--- src/rtl/cmdring_pkg.sv ---
package cmdring_pkg;
  localparam int CAD_W   = 4;
  localparam int NID_W   = 7;
  localparam int PAY_W   = 20;
  localparam int VERB_W  = CAD_W + 1 + NID_W + PAY_W;
  localparam int N_CODEC = 1 << CAD_W;

  typedef struct packed {
    logic [CAD_W-1:0] cad;
    logic             indirect;
    logic [NID_W-1:0] nid;
    logic [PAY_W-1:0] payload;
  } verb_t;

  typedef enum logic [1:0] {
    ST_IDLE  = 2'd0,
    ST_FETCH = 2'd1,
    ST_SEND  = 2'd2
  } fetch_state_e;
endpackage

--- src/rtl/cmdring_verb_decode.sv ---
module cmdring_verb_decode
  import cmdring_pkg::*;
(
  input  logic [VERB_W-1:0]  raw,
  input  logic [N_CODEC-1:0] present,
  output verb_t              fields,
  output logic               accept
);
  always_comb begin
    fields = verb_t'(raw);
    accept = !fields.indirect && present[fields.cad];
  end
endmodule

--- src/rtl/cmdring_ptr_unit.sv ---
module cmdring_ptr_unit #(
  parameter int PTR_W  = 8,
  parameter int BASE_W = 32
) (
  input  logic                clk,
  input  logic                rst_n,
  input  logic                advance,
  input  logic [PTR_W-1:0]    wr_ptr,
  input  logic [BASE_W-1:0]   base_lo,
  input  logic [BASE_W-1:0]   base_hi,
  output logic [PTR_W-1:0]    rd_ptr,
  output logic                empty,
  output logic [2*BASE_W-1:0] fetch_addr
);
  localparam int ADDR_W = 2 * BASE_W;

  logic [PTR_W-1:0] ptr_q, ptr_d, ptr_next;

  always_comb begin
    ptr_next   = ptr_q + 1'b1;
    ptr_d      = advance ? ptr_next : ptr_q;
    empty      = (ptr_q == wr_ptr);
    fetch_addr = {base_hi, base_lo} +
                 {{(ADDR_W-PTR_W-2){1'b0}}, ptr_next, 2'b00};
  end

  always_ff @(posedge clk or negedge rst_n) begin
    if (!rst_n) ptr_q <= '0;
    else if (advance) ptr_q <= ptr_d;
  end

  assign rd_ptr = ptr_q;

  p_ptr_step_r8: assert property (@(posedge clk) disable iff (!rst_n)
    1'b1 |=> (ptr_q == $past(ptr_q)) || (ptr_q == PTR_W'($past(ptr_q) + 1'b1)))
    else $error("read pointer moved by more than one");
endmodule

--- src/rtl/command_ring_fetch.sv ---
module command_ring_fetch
  import cmdring_pkg::*;
#(
  parameter int PTR_W  = 8,
  parameter int BASE_W = 32,
  parameter int CNT_W  = 8
) (
  input  logic                clk,
  input  logic                rst_n,
  input  logic [BASE_W-1:0]   ring_base_lo,
  input  logic [BASE_W-1:0]   ring_base_hi,
  input  logic [PTR_W-1:0]    wr_ptr,
  input  logic                run_en,
  input  logic                kick,
  input  logic [VERB_W-1:0]   imm_verb,
  input  logic                imm_busy,
  output logic                imm_done,
  input  logic [CNT_W-1:0]    resp_count,
  input  logic [CNT_W-1:0]    resp_limit,
  input  logic [N_CODEC-1:0]  codec_present,
  output logic                rd_req,
  output logic [2*BASE_W-1:0] rd_addr,
  input  logic                rd_valid,
  input  logic [VERB_W-1:0]   rd_data,
  output logic [PTR_W-1:0]    rd_ptr,
  output logic                verb_valid,
  output logic [CAD_W-1:0]    verb_cad,
  output logic [NID_W-1:0]    verb_nid,
  output logic [PAY_W-1:0]    verb_payload,
  input  logic                verb_ack
);
  fetch_state_e      state_q, state_d;
  logic              armed_q, armed_d;
  logic              from_imm_q, from_imm_d;
  logic              done_q, done_d;
  logic [VERB_W-1:0] verb_q, verb_d;
  logic              verb_en;
  logic              advance, empty, stall, imm_seen;
  logic [VERB_W-1:0] cand;
  verb_t             cand_f, held_f;
  logic              cand_ok;

  cmdring_ptr_unit #(.PTR_W(PTR_W), .BASE_W(BASE_W)) u_ptr (
    .clk(clk), .rst_n(rst_n), .advance(advance), .wr_ptr(wr_ptr),
    .base_lo(ring_base_lo), .base_hi(ring_base_hi),
    .rd_ptr(rd_ptr), .empty(empty), .fetch_addr(rd_addr)
  );

  assign cand = (state_q == ST_FETCH) ? rd_data : imm_verb;

  cmdring_verb_decode u_dec (
    .raw(cand), .present(codec_present), .fields(cand_f), .accept(cand_ok)
  );

  always_comb begin
    stall      = (resp_count == resp_limit);
    imm_seen   = imm_busy && !done_q;
    state_d    = state_q;
    armed_d    = armed_q | kick;
    from_imm_d = from_imm_q;
    done_d     = 1'b0;
    verb_d     = verb_q;
    verb_en    = 1'b0;
    advance    = 1'b0;
    rd_req     = 1'b0;
    verb_valid = 1'b0;
    unique case (state_q)
      ST_IDLE: begin
        if (armed_q) begin
          if (imm_seen) begin
            if (cand_ok) begin
              verb_d     = imm_verb;
              verb_en    = 1'b1;
              from_imm_d = 1'b1;
              state_d    = ST_SEND;
            end else begin
              done_d = 1'b1;
            end
          end else if (!run_en || empty || stall) begin
            armed_d = kick;
          end else begin
            state_d = ST_FETCH;
          end
        end
      end
      ST_FETCH: begin
        rd_req = 1'b1;
        if (rd_valid) begin
          if (cand_ok) begin
            verb_d     = rd_data;
            verb_en    = 1'b1;
            from_imm_d = 1'b0;
            state_d    = ST_SEND;
          end else begin
            advance = 1'b1;
            state_d = ST_IDLE;
          end
        end
      end
      ST_SEND: begin
        verb_valid = 1'b1;
        if (verb_ack) begin
          if (from_imm_q) done_d = 1'b1;
          else advance = 1'b1;
          state_d = ST_IDLE;
        end
      end
      default: state_d = ST_IDLE;
    endcase
  end

  always_ff @(posedge clk or negedge rst_n) begin
    if (!rst_n) begin
      state_q    <= ST_IDLE;
      armed_q    <= 1'b0;
      from_imm_q <= 1'b0;
      done_q     <= 1'b0;
    end else begin
      state_q    <= state_d;
      armed_q    <= armed_d;
      from_imm_q <= from_imm_d;
      done_q     <= done_d;
    end
  end

  always_ff @(posedge clk or negedge rst_n) begin
    if (!rst_n) verb_q <= '0;
    else if (verb_en) verb_q <= verb_d;
  end

  assign held_f       = verb_t'(verb_q);
  assign verb_cad     = held_f.cad;
  assign verb_nid     = held_f.nid;
  assign verb_payload = held_f.payload;
  assign imm_done     = done_q;

  p_imm_first_r1: assert property (@(posedge clk) disable iff (!rst_n)
    $rose(rd_req) |-> !$past(imm_busy && !done_q))
    else $error("ring read started while immediate pending");
  p_imm_pulse_r1: assert property (@(posedge clk) disable iff (!rst_n)
    imm_done |=> !imm_done)
    else $error("immediate completion longer than one cycle");
  p_run_gate_r2: assert property (@(posedge clk) disable iff (!rst_n)
    $rose(rd_req) |-> $past(run_en))
    else $error("read issued while stopped");
  p_empty_gate_r3: assert property (@(posedge clk) disable iff (!rst_n)
    $rose(rd_req) |-> $past(rd_ptr != wr_ptr))
    else $error("read issued on empty ring");
  p_stall_gate_r4: assert property (@(posedge clk) disable iff (!rst_n)
    $rose(rd_req) |-> $past(resp_count != resp_limit))
    else $error("read issued while stalled");
  p_req_hold_r5: assert property (@(posedge clk) disable iff (!rst_n)
    rd_req && !rd_valid |=> rd_req && $stable(rd_addr))
    else $error("read request dropped before data");
  p_verb_hold_r6: assert property (@(posedge clk) disable iff (!rst_n)
    verb_valid && !verb_ack |=> verb_valid && $stable(verb_q))
    else $error("command changed before acknowledge");
  p_no_bad_verb_r7: assert property (@(posedge clk) disable iff (!rst_n)
    verb_valid |-> !held_f.indirect && codec_present[verb_cad])
    else $error("discardable command dispatched");
endmodule

--- config.mk ---
export PLATFORM = sky130hd
export DESIGN_NAME = command_ring_fetch
export DESIGN_NICKNAME = d
export VERILOG_FILES = /design/src/rtl/cmdring_pkg.sv /design/src/rtl/cmdring_verb_decode.sv /design/src/rtl/cmdring_ptr_unit.sv /design/src/rtl/command_ring_fetch.sv
export SDC_FILE = /design/constraint.sdc
export NUM_CORES = 1
export LEC_CHECK = 0
export ABC_AREA = 1
export BUFFER_PORTS_ARGS = -buffer_cell sky130_fd_sc_hd__buf_2
export CORE_MARGIN = 2
export CORE_UTILIZATION = 25
export DETAILED_ROUTE_END_ITERATION = 8
export PLACE_DENSITY = 0.54
export SYNTH_ARGS = -nofsm -noshare
export SYNTH_HDL_FRONTEND = slang
export SYNTH_SLANG_ARGS = --single-unit
--- constraint.sdc ---
create_clock -name clk -period 6.3 [get_ports clk]
set_input_delay 0 -clock clk [delete_from_list [all_inputs] [get_ports clk]]
set_output_delay 0 -clock clk [all_outputs]
set_load 0.01 [all_outputs]
==> results of run 1 <==
## power by group through the flow
| stage | registers (mW) | logic, mW | clock network (mW) |
|---|---|---|---|
| floorplan | 0.511 | 0.698 | 0 |
| global placement | 0.472 | 1.14 | 0 |
| detailed placement | 0.471 | 1.14 | 0 |
| CTS | 0.466 | 1.14 | 0.321 |
| global route | 0.479 | 1.26 | 0.334 |
| finish | 0.465 | 1.12 | 0.316 |
## cells by family (layout without fill, tap and decap cells)
family / after synthesis / in the layout / synth area share, %
AOI/OAI and AO/OA: 28 / 28 / 3.61
xor gates and xnor gates: 75 / 75 / 13.4
adders and majority gates: 13 / 13 / 3.48
buffers and inverters: 120 / 390 / 10.1
DFF: 44 / 44 / 22.5
muxes: 1 / 1 / 0.205
other: 0 / 2 / 0
and+or+nand+nor: 509 / 509 / 46.6
## cell usage in the layout, fill, tap and decap left out, drive strengths merged
master	instances
or2	4
xnor2	21
dlygate4sd3	3
buf	278
a211oi	1
fa	1
nand3	91
nor3	27
clkbuf	7
nor2	71
a21oi	9
ha	12
bufinv	1
xor2	54
nand4	28
mux2i	1
nand2	279
a21o	3
o21ai	12
diode	2
o211ai	1
nor4	7
dfrtp	44
nor4b	2
o22ai	1
inv	101
o21bai	1
## state kept, by name, indices dropped and copies added (netlist names)
register      cells
held_f           31
u_ptr.rd_ptr      8
state_q           2
armed_q           1
from_imm_q        1
imm_done          1
## final cells by class
cell class | instances | area (um^2) | share of cell area [%]
clock inverter | 1 | 30.0 | 0.447
antenna | 2 | 5.00 | 0.0744
sequential | 44 | 1100 | 16.4
inverter | 101 | 379 | 5.64
tap | 265 | 332 | 4.93
timing repair buffer | 281 | 1430 | 21.2
multi-input combinational | 626 | 3300 | 49.1
clock buffer | 7 | 153 | 2.27
## worst min path at each step
stage	startpoint	depth (start not counted)	slack, ps	to
floorplan	rst_n	0	-300	armed_q
global placement	ring_base_lo[0]	0	0.2	rd_addr[0]
detailed placement	ring_base_lo[0]	0	0.2	rd_addr[0]
CTS	ring_base_lo[0]	0	0.2	rd_addr[0]
global route	ring_base_lo[0]	0	0.03	rd_addr[0]
finish	ring_base_lo[0]	0	0.02	rd_addr[0]
## stage by stage
| stage | hold slack (ps) | setup slack, ps | instance area, um^2 | utilization (%) |
|---|---|---|---|---|
| floorplan | -296 | 3780 | 4880 | - |
| global placement | 0.171 | 3070 | 6510 | 33.7 |
| detailed placement | 0.171 | 3120 | 6510 | 33.7 |
| CTS | 0.171 | 2800 | 6720 | 34.8 |
| global route | 0.0261 | 2580 | 6720 | 34.8 |
| finish | 0.0191 | 2810 | 6730 | 34.8 |
## per-layer routing
metal	vias to the layer above	track usage, %	routed length (um)
met5	-	0	13
met4	2	3.41	238
met3	21	3.47	1550
met2	226	32.2	9400
met1	2631	20.1	7760
li1	3051	-	-
## timing repair
| item | CTS | global route |
|---|---|---|
| endpoints found under the hold margin | 46 | 0 |
| hold buffers | 3 | 0 |
| setup buffers | 0 | 0 |
| setup endpoints to repair | 0 | 0 |
==> results.toml, run 1 <==
[run_status]
status = "finished, final reports clean"

[cells_and_area]
area_delta_synth_final_pct = 37.7
drive_gt1_share_pct = 30.5
final_cells = 1327
fin_nets = 1247
fill_cells = 2195

[synth]
synth_edf_count = 0
syn_area_um2 = 4880
syn_inst = 790
synth.distinct_cells = 37
synth_warnings = 0
yosys.area.top_type = "dfrtp_1"
synth_area_leaders = "dfrtp_1, nand2_1, xor2_1"
synth.top_cells.by_count = "nand2_1, inv_1, nand3_1"
synthArstFlopShare_pct = 100
synth-seq-cells = 44
ys_seq_area_share_pct = 22.5
synth_top_flop_cell = "dfrtp_1"
synth_nets = 978
yosys.area.top_type_share_pct = 22.5
synth_most_common_cell = "nand2_1"
postSynthAreaPerCell_um2 = 6.18

[setup_path]
reg2reg_to = "held_f[29]"
cp_num_buf_inv = 2
worstReg2RegStart = "state_q[1]"
worst_path_dominant_cell_family = "simple AND/OR/NAND/NOR gates"
worstPathCellList = "ha_1 -> nand4_1 -> xor2_1 -> inv_1 -> ha_1 -> nand2_1 -> nor2_1 -> nand2_1 -> nand2_2 -> nand2_1 -> a21oi_2 -> nand2_1 -> nor2_1 -> nand2_1 -> xor2_1 -> buf_2"
cp_num_cells = 16
critical_path_class = "flip-flop to primary output"
rrSetupSlack_ps = 3210
slowest_stage = "dfrtp_1"
rr_worst_depth = 13
crit_path_end_kind = "primary output"
critPathArrivalTime_ps = 3490
max_stage_delay_ps = 480
worst-path-max-fanout = 7
cp.required_ps = 6300
worst_path_most_repeated_cell = "nand2_1"
startpoint = "u_ptr.rd_ptr[0]"
endpoint = "rd_addr[51]"
cp-start-kind = "flip-flop"

[route]
drtPass1Iterations = 7
avgRoutedWirePerCell_um = 14.3
drt_wl_total_um = 19000
vias = 5931
antenna_left = 0
routed_via_density = 4.47
drtIter0Drc = 235
drc = 0

[power_and_ir_drop]
finalPower_mw = 1.91
clkPwrFrac_pct = 16.6
power_switching_uw = 913
p_seq_share_pct = 24.4
cellLeakagePower_nw = 3.73
p_per_area_nw_per_um2 = 283
vdd_drop_max_uv = 172
p_sw_share_pct = 47.9
intPower_uw = 993
pwr-share-comb_pct = 59.0

[sta]
finalSetupViolCount = 0
post-route-min-period_ps = 3490
skew_ps = 6.97
maxSlewHeadroom_pct = 32.8
setup_tns_ps = 0
worst_slew_pin_slew_ps = 1010
rsz0062_at_grt = "false"
fin_crit_sh_pct = 55.4
fmax_mhz = 287
hold_viol = 0
slew_violations = 0

[grt]
globalRouteTotalUtil_pct = 17.1
grt_start_max_net_pins = 45
antenna_found_initial = 2
grt-ovfl-total = 0
grt_first_pass_wirelength_um = 28000
grt_pass1_vias = 5522

[clocking]
htreeDepth = 2
numCtsBuffers = 5
cts_max_path_buffers = 2
post_cts_resized = 0
cts_num_sinks = 44
cts-root-buf = "clkbuf_16"
clock_latency_ps = 280
cts_tree = "yes"
cts.reportedPaths.clkPinSlew_ps = 60

[floorplan]
initial_core_util_pct = 25.3
core-area_um2 = 19300
die_x_um = 144
die_area_um2 = 20700
die-height_um = 144
io_pins = 281
rows = 51

[placement]
dp_hpwl_um = 16100
portBuffers = 276
gp_congestion = 0.908
dp.cells = 1314

[job]
drv_cap = 0

[min_path]
holdCritPathClass = "input port to primary output"
No activity file was read; power rests on OpenSTA's default activity.
==> inputs of run 2 (changes only) <==
- PLACE_DENSITY: 0.54 -> 0.55
- clock period: 6.3 -> 3 ns (I/O delays scaled with it)
==> results.toml, run 2 (same netlist as run 1, synthesis figures left out) <==
[sta]
worst_slew_pin_slew_ps = 1040
post-route-min-period_ps = 2890
setup_tns_ps = 0
rsz0062_at_grt = "true"
finalSetupViolCount = 0
fmax_mhz = 346
slew_violations = 0
skew_ps = 4.78
hold_viol = 0
layout_setup_ws_ps = 108
maxSlewHeadroom_pct = 30.7
fin_crit_sh_pct = 96.4

[setup_path]
slowest_stage = "dfrtp_1"
critical_path_class = "flip-flop to primary output"
cp.required_ps = 3000
worst-path-max-fanout = 5
cp_num_buf_inv = 4
crit_path_end_kind = "primary output"
worst_path_dominant_cell_family = "buffers and inverters"
worstPathCellList = "buf_4 -> nand3_1 -> xor2_1 -> inv_1 -> ha_4 -> nand2_1 -> o21ai_4 -> a21oi_4 -> o21ai_4 -> buf_4 -> nand2_2 -> nor2_2 -> xor2_1 -> buf_2"
critPathArrivalTime_ps = 2890
max_stage_delay_ps = 400
rr_worst_depth = 13
cp_num_cells = 14
cp-start-kind = "flip-flop"

[floorplan]
initial_core_util_pct = 25.3
die_area_um2 = 20700
die-height_um = 144
core-area_um2 = 19300
io_pins = 281
rows = 51
die_x_um = 144

[route]
drtIter0Drc = 224
antenna_left = 0
drc = 0
vias = 6096
routed_via_density = 4.51
avgRoutedWirePerCell_um = 14.7
drt_wl_total_um = 19800
drtPass1Iterations = 5

[grt]
grt_start_max_net_pins = 45
grt_first_pass_wirelength_um = 29100
grt-ovfl-total = 0
grt_pass1_vias = 5566
globalRouteTotalUtil_pct = 17.9
antenna_found_initial = 3

[placement]
dp_hpwl_um = 16300
gp_congestion = 0.918
dpl-instance-area_um2 = 6590
dp_slack_ps = 159
portBuffers = 276

[min_path]
worstHoldPathCells = 0
holdCritPathClass = "input port to primary output"

[power_and_ir_drop]
pwr-share-comb_pct = 61.8
p_sw_share_pct = 48.3
power_switching_mw = 2.00
p_per_area_nw_per_um2 = 581
finalPower_mw = 4.14
cellLeakagePower_nw = 3.88
intPower_mw = 2.14
p_seq_share_pct = 23.0
vdd_drop_max_uv = 289
clkPwrFrac_pct = 15.2

[cells_and_area]
layout_common_cells = "buf_2, nand2_1, inv_1"
drive_gt1_share_pct = 35.9
fill_cells = 2148
fin_nets = 1272
final_common_cell = "buf_2"
area_delta_synth_final_pct = 45.9
finalInstanceArea_um2 = 7120
largest_reg_flops = 31

[clocking]
cts_max_path_buffers = 2
cts_tree = "yes"
htreeDepth = 2
cts-root-buf = "clkbuf_16"
clock_latency_ps = 290
numCtsBuffers = 5
cts_num_sinks = 44
cts.reportedPaths.clkPinSlew_ps = 60

[job]
drv_cap = 0

[run_status]
status = "finished, final reports clean"
[run 2: changes by cell type in the layout (fill, tap and decap cells not counted), sizes merged]
| cell | change |
|---|---|
| buf | +25 |
| clkbuf | -2 |
| clkinv | +1 |
| clkinvlp | +1 |
| diode | -1 |
[run 2: final cells by class]
| cell class | instances | area (um^2) | share of cell area, % |
|---|---|---|---|
| sequential | 44 | 1100 | 15.5 |
| tap | 265 | 332 | 4.65 |
| antenna | 1 | 2.50 | 0.0351 |
| clock buffer | 5 | 125 | 1.76 |
| inverter | 101 | 379 | 5.32 |
| timing repair buffer | 306 | 1610 | 22.7 |
| multi-input combinational | 626 | 3530 | 49.5 |
| clock inverter | 3 | 42.5 | 0.597 |
[run 2: worst reg2reg max path, delay by kind of cell, from the launching register on]
| kind | cells | cell delay [ps] |
|---|---|---|
| AND/OR/NAND/NOR | 9 | 1150 |
| buffers and inverters | 3 | 540 |
| adder cells (fa/ha/maj) | 1 | 460 |
| flip-flops | 1 | 400 |
[run 2: power by group through the flow]
stage          clock (mW)  combinational, mW  sequential [mW]
2_1_floorplan           0               1.47             1.07
3_3_place_gp            0               2.50            0.949
3_5_place_dp            0               2.49            0.964
4_1_cts             0.639               2.51            0.955
5_1_grt             0.661               2.87            0.981
6_report            0.630               2.56            0.951
[run 2: layer usage]
metal	GRT usage, %	vias to the layer above	wire length, um
met3	3.87	28	1580
met1	21.4	2719	8080
met2	32.5	245	9750
met4	4.44	4	366
li1	-	3100	-
met5	0	-	23
[run 2: worst paths after layout]
| path | startpoint | endpoint | slack (ps) |
|---|---|---|---|
| min | ring_base_lo[0] | rd_addr[0] | 0.02 |
| max | u_ptr.rd_ptr[0] | rd_addr[58] | 110 |
| max reg2reg | state_q[1] | held_f[0] | 400 |
| max in group asynchronous | rst_n | u_ptr.rd_ptr[4] | 1840 |
| min reg2reg | held_f[17] | held_f[17] | 470 |
| min in group asynchronous | rst_n | held_f[14] | 440 |
[run 2: what timing repair did]
item                                    in CTS  in global routing
buffers inserted                             2                 12
endpoints found under the hold margin       46                  0
resized for setup                           16                 40
pin swaps                                    3                 17
hold buffers                                 3                  0
endpoints found under the setup margin      21                 36
[run 2: stage by stage]
step                      utilization [%]  hold WS (ps)  cells
after floorplan                         -          -296    790
after detailed placement             34.1        0.0686   1325
after CTS                            35.6        0.0686   1338
after global placement               34.1        0.0686   1325
after global routing                 36.8        0.0675   1350
final                                36.8        0.0170   1351
==> inputs of run 3 (changes only) <==
- ABC_AREA: 1 -> default
- MAX_ROUTING_LAYER: default -> met4
- PLACE_DENSITY: 0.55 -> 0.57
==> results.toml, run 3 <==
[synth]
syn_inst = 444
yosys.area.top_type_share_pct = 25.6
synth_area_leaders = "dfrtp_1, xnor2_1, mux2_4"
postSynthAreaPerCell_um2 = 9.69
ys_seq_area_share_pct = 25.6
synth_most_common_cell = "xnor2_1"
synth_edf_count = 0
yosys.area.top_type = "dfrtp_1"
synth.distinct_cells = 51
synth_top_flop_cell = "dfrtp_1"
synth.top_cells.by_count = "xnor2_1, dfrtp_1, mux2_2, xor2_1, mux2_4"
syn_area_um2 = 4300
synth_warnings = 0
synth_nets = 632
synthArstFlopShare_pct = 100
synth-seq-cells = 44

[route]
routed_via_density = 4.72
wl_met1_um = 6610
drt_wl_total_um = 15500
drc = 0
drtPass1Iterations = 4
top_layer_used = "met4"
met3WireLength_um = 683
drtIter0Drc = 152
antenna_left = 0
vias = 4624
avgRoutedWirePerCell_um = 15.8
wl_met2_um = 8010

[sta]
layout_setup_ws_ps = -45.0
post-route-min-period_ps = 3040
hold_viol = 0
fmax_mhz = 328
fin_crit_sh_pct = 101
skew_ps = 7.33
rsz0062_at_grt = "true"
maxSlewHeadroom_pct = 32.8
worst_slew_pin_slew_ps = 1010
slew_violations = 0
finalSetupViolCount = 16

[clocking]
numCtsBuffers = 5
clock_latency_ps = 290
cts_num_sinks = 44
cts_max_path_buffers = 2
cts.reportedPaths.clkPinSlew_ps = 60
cts_tree = "yes"
htreeDepth = 2
cts-root-buf = "clkbuf_16"

[grt]
grt-ovfl-total = 0
grt_first_pass_wirelength_um = 22800
grt_pass1_vias = 4411
antenna_found_initial = 1
globalRouteTotalUtil_pct = 16.1
grt_start_max_net_pins = 45

[cells_and_area]
fin_nets = 946
final_cells = 980
finalInstanceArea_um2 = 7030
largest_reg_flops = 31
drive_gt1_share_pct = 61.1
layout_common_cells = "buf_2, xnor2_1, dfrtp_1"
fill_cells = 1640
final_common_cell = "buf_2"
area_delta_synth_final_pct = 63.5

[power_and_ir_drop]
cellLeakagePower_nw = 3.51
finalPower_mw = 4.68
p_per_area_nw_per_um2 = 666
vdd_drop_max_uv = 622

[floorplan]
die_x_um = 135
io_pins = 281
die-height_um = 135
die_area_um2 = 18300
core-area_um2 = 16700
rows = 47
initial_core_util_pct = 25.8

[setup_path]
slowest_stage = "a2111o_1"
cp-start-kind = "flip-flop"
worstPathCellList = "and3_1 -> and3_2 -> and3_4 -> xor2_1 -> ha_2 -> a2111o_1 -> nor2_2 -> o21ai_4 -> and2_4 -> buf_4 -> nand3_2 -> xnor2_1 -> buf_2"
rr_worst_depth = 9
critPathArrivalTime_ps = 3040
rrSetupSlack_ps = 60
cp.required_ps = 3000
reg2reg_to = "held_f[2]"
worstReg2RegStart = "state_q[1]"
worst-path-max-fanout = 6
cp_num_buf_inv = 2
crit_path_end_kind = "primary output"
worst_path_dominant_cell_family = "simple AND/OR/NAND/NOR gates"
max_stage_delay_ps = 440
critical_path_class = "flip-flop to primary output"

[placement]
gp_congestion = 0.935
portBuffers = 276
dp_hpwl_um = 12000
dp.cells = 946
dpl-instance-area_um2 = 6090

[min_path]
worstHoldPathCells = 0
holdCritPathClass = "input port to primary output"
hp-start = "ring_base_lo[0]"
hold_path_end = "rd_addr[0]"

[job]
drv_cap = 0

[run_status]
status = "complete, but fails checks"
violations = "negative setup slack"
[run 3: through the flow]
stage	setup slack, ps	TNS [ps]	utilization [%]	hold WS [ps]
global placement	-66.5	-348	36.5	0.119
CTS	-62.1	-1020	39.7	0.119
detailed placement	-45.9	-226	36.5	0.119
global route	-167	-4540	42.1	0.0288
finish	-45.0	-292	42.1	0.00444
floorplan	33.7	0	-	-296
[run 3: logic make-up (layout without fill, tap and decap cells)]
kind of cell / count (synthesis) / after routing / synth area share, %
buffers and inverters: 39 / 353 / 4.89
adders and majority gates: 13 / 13 / 3.96
muxes: 72 / 72 / 21.7
DFF: 44 / 44 / 25.6
and+or+nand+nor: 154 / 155 / 19.6
other: 0 / 1 / 0
AOI/OAI and AO/OA: 33 / 33 / 6.14
xor gates and xnor gates: 89 / 89 / 18.1
[run 3: power breakdown]
| part | internal, mW | switching [mW] | total, mW |
|---|---|---|---|
| registers | 0.867 | 0.149 | 1.02 |
| logic | 1.63 | 1.40 | 3.04 |
| clock network | 0.396 | 0.237 | 0.632 |
| total | 2.90 | 1.79 | 4.68 |
[run 3: routing by layer]
layer / up-vias / track usage, %
li1: 2243 / -
met1: 2222 / 20.1
met2: 143 / 27.2
met3: 16 / 2.10
met4: 0 / 5.03
met5: - / -
[run 3: how the worst max path moves through the flow]
stage	startpoint	end	slack (ps)	cells past startpoint
6_report	u_ptr.rd_ptr[0]	rd_addr[15]	-40	13
5_1_grt	u_ptr.rd_ptr[0]	rd_addr[47]	-170	13
4_1_cts	u_ptr.rd_ptr[1]	rd_addr[25]	-60	12
3_5_place_dp	u_ptr.rd_ptr[0]	rd_addr[18]	-50	11
3_3_place_gp	u_ptr.rd_ptr[0]	rd_addr[50]	-70	11
2_1_floorplan	state_q[1]	held_f[0]	30	10
[run 3: repair_timing]
action | CTS | global route
hold endpoints to repair | 46 | 0
cloned | 2 | 2
resized for setup | 48 | 49
setup endpoints to repair | 56 | 82
hold buffers | 3 | 0
buffers inserted | 8 | 12
pin swaps | 26 | 27
[run 3: worst register-to-register path: stages, from the launching register on]
cell	delay [ps]
dfrtp_1	390
inv_2	90
ha_4	180
mux2_4	350
mux4_2	430
a22o_1	230
or3_4	360
o2111ai_4	230
clkbuf_16	250
mux2_4	300
[run 3: final cells by class]
type | count | area, um^2 | share of cell area, %
Multi-Input combinational cell | 362 | 3490 | 49.7
Timing Repair Buffer | 324 | 1910 | 27.1
Sequential cell | 44 | 1100 | 15.7
Tap cell | 220 | 275 | 3.91
Clock buffer | 5 | 125 | 1.78
Inverter | 21 | 78.8 | 1.12
Clock inverter | 3 | 46.3 | 0.658
Antenna cell | 1 | 2.50 | 0.0356
